File: config.mk
export PLATFORM = sky130hd
export DESIGN_NAME = sio_receiver
export DESIGN_NICKNAME = d
export VERILOG_FILES = /design/src/rtl/sio_rx_pkg.sv /design/src/rtl/sio_rx_sync.sv /design/src/rtl/sio_rx_frame.sv /design/src/rtl/sio_rx_brkgate.sv /design/src/rtl/sio_receiver.sv
export SDC_FILE = /design/constraint.sdc
export NUM_CORES = 1
export LEC_CHECK = 0
export ABC_AREA = 1
export BUFFER_PORTS_ARGS = -buffer_cell sky130_fd_sc_hd__buf_4
export CAP_MARGIN = 40
export CORE_MARGIN = 2
export CORE_UTILIZATION = 30
export CTS_CLUSTER_SIZE = 10
export DETAILED_ROUTE_END_ITERATION = 16
export GPL_ROUTABILITY_DRIVEN = 0
export PLACE_DENSITY_LB_ADDON = 0.2
export REMOVE_ABC_BUFFERS = 1
export SYNTH_ARGS = -nofsm -noshare
export SYNTH_HDL_FRONTEND = slang
export SYNTH_SLANG_ARGS = --single-unit
File: constraint.sdc
create_clock -name clk -period 4.7 [get_ports clk]
set_input_delay 0.235 -clock clk [delete_from_list [all_inputs] [get_ports clk]]
set_output_delay 0.235 -clock clk [all_outputs]
set_load 0.03 [all_outputs]
File: src/rtl/sio_rx_pkg.sv
package sio_rx_pkg;
    typedef enum logic [2:0] {
        ST_IDLE  = 3'd0,
        ST_START = 3'd1,
        ST_DATA  = 3'd2,
        ST_PAR   = 3'd3,
        ST_STOP  = 3'd4
    } rx_state_e;
endpackage

File: src/rtl/sio_rx_sync.sv
module sio_rx_sync #(
    parameter int STAGES = 2
) (
    input  logic clk,
    input  logic rst_n,
    input  logic async_i,
    output logic sync_o
);
    logic [STAGES-1:0] chain_d, chain_q;

    generate
        if (STAGES == 1) begin : g_one
            always_comb chain_d = async_i;
        end else begin : g_many
            always_comb chain_d = {chain_q[STAGES-2:0], async_i};
        end
    endgenerate

    always_ff @(posedge clk or negedge rst_n) begin
        if (!rst_n) chain_q <= '1;
        else        chain_q <= chain_d;
    end

    assign sync_o = chain_q[STAGES-1];
endmodule

File: src/rtl/sio_rx_frame.sv
module sio_rx_frame
    import sio_rx_pkg::*;
#(
    parameter int OSR = 16,
    parameter int DW  = 8
) (
    input  logic          clk,
    input  logic          rst_n,
    input  logic          tick_i,
    input  logic          rx_i,
    input  logic          hold_i,
    input  logic [1:0]    len_i,
    input  logic          par_en_i,
    input  logic          par_odd_i,
    output logic          done_o,
    output logic [DW-1:0] data_o,
    output logic          perr_o,
    output logic          stop_o,
    output logic          zero_o
);
    localparam int CW = $clog2(OSR);
    localparam int IW = $clog2(DW);
    localparam logic [CW-1:0] MID_M1  = CW'(OSR/2 - 1);
    localparam logic [CW-1:0] FULL_M1 = CW'(OSR - 1);

    typedef struct packed {
        rx_state_e     st;
        logic [CW-1:0] cnt;
        logic [IW-1:0] idx;
        logic [DW-1:0] sh;
        logic          acc;
        logic          zero;
        logic          done;
        logic          stop;
        logic          perr;
    } frame_s;

    frame_s d, q;
    logic [IW-1:0] last_idx;

    assign last_idx = IW'(len_i) + IW'(4);

    always_comb begin
        d      = q;
        d.done = 1'b0;
        unique case (q.st)
            ST_IDLE: begin
                if (!rx_i) begin
                    d.st  = ST_START;
                    d.cnt = '0;
                end
            end
            ST_START: begin
                if (tick_i) begin
                    if (q.cnt == MID_M1) begin
                        d.cnt = '0;
                        if (!rx_i) begin
                            d.st   = ST_DATA;
                            d.idx  = '0;
                            d.sh   = '0;
                            d.acc  = 1'b0;
                            d.zero = 1'b1;
                        end else begin
                            d.st = ST_IDLE;
                        end
                    end else begin
                        d.cnt = q.cnt + 1'b1;
                    end
                end
            end
            ST_DATA: begin
                if (tick_i) begin
                    if (q.cnt == FULL_M1) begin
                        d.cnt        = '0;
                        d.sh[q.idx]  = rx_i;
                        d.acc        = q.acc ^ rx_i;
                        d.zero       = q.zero & ~rx_i;
                        if (q.idx == last_idx) d.st = par_en_i ? ST_PAR : ST_STOP;
                        else                   d.idx = q.idx + 1'b1;
                    end else begin
                        d.cnt = q.cnt + 1'b1;
                    end
                end
            end
            ST_PAR: begin
                if (tick_i) begin
                    if (q.cnt == FULL_M1) begin
                        d.cnt  = '0;
                        d.acc  = q.acc ^ rx_i;
                        d.zero = q.zero & ~rx_i;
                        d.st   = ST_STOP;
                    end else begin
                        d.cnt = q.cnt + 1'b1;
                    end
                end
            end
            ST_STOP: begin
                if (tick_i) begin
                    if (q.cnt == FULL_M1) begin
                        d.cnt  = '0;
                        d.done = 1'b1;
                        d.stop = rx_i;
                        d.perr = par_en_i & (q.acc ^ par_odd_i);
                        d.st   = ST_IDLE;
                    end else begin
                        d.cnt = q.cnt + 1'b1;
                    end
                end
            end
            default: d.st = ST_IDLE;
        endcase
        if (hold_i) begin
            d.st   = ST_IDLE;
            d.cnt  = '0;
            d.done = 1'b0;
        end
    end

    always_ff @(posedge clk or negedge rst_n) begin
        if (!rst_n) begin
            q      <= '0;
            q.st   <= ST_IDLE;
            q.stop <= 1'b1;
        end else begin
            q <= d;
        end
    end

    assign done_o = q.done;
    assign data_o = q.sh;
    assign perr_o = q.perr;
    assign stop_o = q.stop;
    assign zero_o = q.zero;


    start_mid_chk: assert property (@(posedge clk) disable iff (!rst_n)
        (q.st == ST_DATA && $past(q.st) != ST_DATA) |-> $past(q.st) == ST_START);


    done_pulse_chk: assert property (@(posedge clk) disable iff (!rst_n)
        q.done |=> !q.done);
endmodule

File: src/rtl/sio_rx_brkgate.sv
module sio_rx_brkgate #(
    parameter int OSR = 16,
    parameter int DW  = 8
) (
    input  logic          clk,
    input  logic          rst_n,
    input  logic          tick_i,
    input  logic          rx_i,
    input  logic          done_i,
    input  logic [DW-1:0] data_i,
    input  logic          perr_i,
    input  logic          stop_i,
    input  logic          zero_i,
    output logic          hold_o,
    output logic          wr_o,
    output logic [DW-1:0] data_o,
    output logic          perr_o,
    output logic          ferr_o,
    output logic          brk_o,
    output logic          chg_o
);
    localparam int CW = $clog2(OSR);
    localparam logic [CW-1:0] HALF_M1 = CW'(OSR/2 - 1);

    typedef struct packed {
        logic          lock;
        logic [CW-1:0] mcnt;
        logic          wr;
        logic          chg;
        logic          brk;
        logic          frm;
        logic          par;
        logic [DW-1:0] data;
    } gate_s;

    gate_s d, q;

    always_comb begin
        d     = q;
        d.wr  = 1'b0;
        d.chg = 1'b0;
        if (done_i) begin
            if (zero_i && !stop_i) begin
                if (!q.lock) begin
                    d.wr   = 1'b1;
                    d.brk  = 1'b1;
                    d.frm  = 1'b1;
                    d.par  = 1'b0;
                    d.data = '0;
                    d.lock = 1'b1;
                    d.chg  = 1'b1;
                    d.mcnt = '0;
                end
            end else if (!q.lock) begin
                d.wr   = 1'b1;
                d.brk  = 1'b0;
                d.frm  = ~stop_i;
                d.par  = perr_i;
                d.data = data_i;
            end
        end else if (q.lock && tick_i) begin
            if (!rx_i) begin
                d.mcnt = '0;
            end else if (q.mcnt == HALF_M1) begin
                d.lock = 1'b0;
                d.chg  = 1'b1;
                d.mcnt = '0;
            end else begin
                d.mcnt = q.mcnt + 1'b1;
            end
        end
    end

    always_ff @(posedge clk or negedge rst_n) begin
        if (!rst_n) q <= '0;
        else        q <= d;
    end

    assign hold_o = q.lock;
    assign wr_o   = q.wr;
    assign data_o = q.data;
    assign perr_o = q.par;
    assign ferr_o = q.frm;
    assign brk_o  = q.brk;
    assign chg_o  = q.chg;


    lock_nowr_chk: assert property (@(posedge clk) disable iff (!rst_n)
        q.lock |=> !q.wr);


    brk_entry_chk: assert property (@(posedge clk) disable iff (!rst_n)
        (q.wr && q.brk) |-> (q.lock && q.data == '0 && q.frm && !q.par));


    chg_edge_chk: assert property (@(posedge clk) disable iff (!rst_n)
        q.chg |-> (q.lock != $past(q.lock)));


    wr_pulse_chk: assert property (@(posedge clk) disable iff (!rst_n)
        q.wr |=> !q.wr);
endmodule

File: src/rtl/sio_receiver.sv
module sio_receiver #(
    parameter int OSR     = 16,
    parameter int DW      = 8,
    parameter int SYNC_ST = 2
) (
    input  logic          clk,
    input  logic          rst_n,
    input  logic          tick16,
    input  logic          rxd,
    input  logic [1:0]    cfg_len,
    input  logic          cfg_par_en,
    input  logic          cfg_par_odd,
    output logic [DW-1:0] rx_data,
    output logic          rx_par_err,
    output logic          rx_frm_err,
    output logic          rx_brk,
    output logic          rx_wr,
    output logic          brk_chg
);
    logic          rx_s;
    logic          hold;
    logic          f_done, f_perr, f_stop, f_zero;
    logic [DW-1:0] f_data;

    sio_rx_sync #(.STAGES(SYNC_ST)) u_sync (
        .clk     (clk),
        .rst_n   (rst_n),
        .async_i (rxd),
        .sync_o  (rx_s)
    );

    sio_rx_frame #(.OSR(OSR), .DW(DW)) u_frame (
        .clk       (clk),
        .rst_n     (rst_n),
        .tick_i    (tick16),
        .rx_i      (rx_s),
        .hold_i    (hold),
        .len_i     (cfg_len),
        .par_en_i  (cfg_par_en),
        .par_odd_i (cfg_par_odd),
        .done_o    (f_done),
        .data_o    (f_data),
        .perr_o    (f_perr),
        .stop_o    (f_stop),
        .zero_o    (f_zero)
    );

    sio_rx_brkgate #(.OSR(OSR), .DW(DW)) u_gate (
        .clk    (clk),
        .rst_n  (rst_n),
        .tick_i (tick16),
        .rx_i   (rx_s),
        .done_i (f_done),
        .data_i (f_data),
        .perr_i (f_perr),
        .stop_i (f_stop),
        .zero_i (f_zero),
        .hold_o (hold),
        .wr_o   (rx_wr),
        .data_o (rx_data),
        .perr_o (rx_par_err),
        .ferr_o (rx_frm_err),
        .brk_o  (rx_brk),
        .chg_o  (brk_chg)
    );
endmodule

==> results_dict.tcl <==
set metrics [dict create \
    status "complete, no violations" \
    setup.worst_path.start_class "register" \
    period_needed_ps 2056 \
    fin_cells 421 \
    crit_end "u_gate.q[16]" \
    synth_async_sr_flop_share_pct 100.0 \
    firstDrtPassIters 5 \
    final_core_util_pct 34.42 \
    core_mm2 0.007607 \
    die_w_um 92.08 \
    synth-edff-count 0 \
    grt_max_degree 44 \
    hpwlAfterDp_mm 3.402 \
    synth_ff_type "dfrtp_1" \
    ctsResizeCount 0 \
    io_buffers 20 \
    htree_levels 2 \
    post-synth-top-count-cell "nand2_1" \
    final_hold_viol_count 0 \
    r2r_start "u_gate.hold_o" \
    vdd_drop_max_mv 0.1461 \
    synth-warning-count 0 \
    yosysUniqueCellTypes 33 \
    fin_skew_ps 5.144 \
    fin_nets 329 \
    reg2reg_depth 7 \
    post-synth-top-area-cell "dfrtp_1" \
    clk_pin_slew_ps 90 \
    dieArea_mm2 0.008478 \
    fmax_mhz 486.5 \
    report.final.slew_viol_count 0 \
    antenna_left 0 \
    syn_area_per_cell_um2 7.630 \
    start_util_pct 30.59 \
    netlist_top_cells_count "nand2_1, dfrtp_1, nand3_1, o21ai_0, nor2_1" \
    fillers 823 \
    yosys-top-cells-area "dfrtp_1, nand2_1, nand3_1" \
    crit_start "u_gate.hold_o" \
    setup_viol 0 \
    drive_above_1_share_pct 12.85 \
    grt_pass1_vias 1846 \
    diodes 0 \
    grt_pass1_wl_mm 8.521 \
    critPathKind "reg2reg" \
    cts_root_buf "clkbuf_8" \
    maxCapViolCount 0 \
    ys_seq_elements 43 \
    design.portCount 21 \
    drc 0 \
    antenna_found_initial 0 \
    yosysSeqAreaShare_pct 46.40 \
    syn_to_final_growth_pct 12.53 \
    leakagePower_uw 0.001346 \
    cts_sinks 43 \
    yosysTopAreaCellShare_pct 43.01 \
    p_per_area_mw_per_mm2 462.0 \
    cp.arrival_ps 2300 \
    worstHoldPathType "in2reg" \
    r2r-end "u_gate.q[16]" \
    cts_tree "yes" \
    clk_latency_ps 300 \
    syn_area_mm2 0.002327 \
    drtIter0Drc 116 \
    clock_path_buffers 2 \
    wirelength_mm 4.693 \
    num_rows 32 \
    crit_fanout 19 \
    setup_tns_ps 0 \
    cts_made_buffers 5 \
    placed_cells 412 \
    worstMarginPinSlew_ps 676.2 \
    grt.total_usage_pct 12.27 \
    end_kind "register" \
    wl_per_cell_um 11.15 \
    postSynthCellCount 305 \
    viasPerCell 4.615 \
    rsz0062_at_grt "no" \
    die-height_um 92.08 \
    grt_overflow 0 \
    num_vias 1943 \
    required_ps 4950 \
    slew_headroom_pct 54.75 \
    period_share_pct 43.73 \
    rrSetupSlack_ps 2640 \
]
-- registers in the layout, summed over array words and instances, names as in the netlist, 2 cells and up --
register and cells:
u_frame.data_o 8, u_frame.q 11, u_gate.data_o 8, u_gate.q 4
u_sync.chain_q 2
-- critical path, stage by stage, from the launching register on --
cell,delay (ps)
dfrtp_1,580
nor2_1,620
nand3_1,270
o21ai_2,190
inv_1,100
o21ai_0,150
nand2_1,60
inv_1,50
-- area by class of cell --
type / instances / area, um2 / area share, %
clock inverters: 3 / 23.77 / 0.9078
multi-input cells: 217 / 1046 / 39.94
clock buffers: 5 / 68.82 / 2.628
well taps: 102 / 127.6 / 4.873
repair buffers: 21 / 160.2 / 6.116
flip-flops and latches: 43 / 1080 / 41.23
inverters: 30 / 112.6 / 4.300
-- worst min-delay path by stage --
stage	startpoint	to	slack, ps	cells after the start
2_1_floorplan	rst_n	u_frame.data_o[0]	-60	0
3_3_place_gp	rst_n	u_frame.q[17]	270	1
3_5_place_dp	rst_n	u_frame.q[17]	270	1
4_1_cts	rxd	u_sync.chain_q[0]	20	1
5_1_grt	rxd	u_sync.chain_q[0]	20	1
6_report	rxd	u_sync.chain_q[0]	30	1
-- power breakdown --
group          switching [uW]  internal (uW)
combinational             333            151
sequential               60.2            414
clock                     145            107
total                     538            672
-- through the flow --
| stage | instance area (um2) | hold WS [ps] | total power [uW] | setup slack, ps |
|---|---|---|---|---|
| 4_1_cts | 2619 | 19.30 | 1227 | 2573 |
| 3_5_place_dp | 2516 | 271.1 | 967.6 | 2589 |
| 6_report | 2619 | 31.59 | 1210 | 2644 |
| 2_1_floorplan | 2238 | -60.59 | 850.9 | 3000 |
| 5_1_grt | 2619 | 18.31 | 1333 | 2274 |
| 3_3_place_gp | 2516 | 272.0 | 967.9 | 2712 |
-- cell families after synthesis --
| group | Yosys count | share of synthesized area (%) |
|---|---|---|
| buffers and inverters | 45 | 8.656 |
| AO/OA/AOI/OAI | 45 | 10.75 |
| multiplexers | 1 | 0.4838 |
| flip-flops | 43 | 46.40 |
| AND/OR/NAND/NOR | 166 | 31.34 |
| XOR/XNOR | 2 | 0.7528 |
| adder cells (fa/ha/maj) | 3 | 1.613 |
-- per-layer routing --
layer	part of all wire (%)	wire length [um]	vias to the layer above	GRT usage, %
li1	-	-	1025	-
met1	50	2358	881	17.16
met2	45	2135	32	19.73
met3	3.2	149	5	1.972
met4	1.1	50	0	3.358
met5	0	0	-	0
-- placed cells by master (no fill, tap or decap), drive strengths merged --
master and instances:
a21oi 5, and3 1, buf 20, clkbuf 5
clkinv 1, clkinvlp 2, dfrtp 40, dfstp 3
dlygate4sd3 1, ha 3, inv 30, mux2 1
nand2 78, nand3 38, nand3b 2, nand4 4
nor2 32, nor3 8, nor3b 1, nor4 1
o211ai 2, o21a 2, o21ai 36, or2 1
xnor2 1, xor2 1
-- timing repair --
item,4_1_cts,5_1_grt
hold endpoints to repair,40,0
buffers inserted,0,0
hold buffers,1,0
Note: power is estimated with default switching activity, not from simulation.
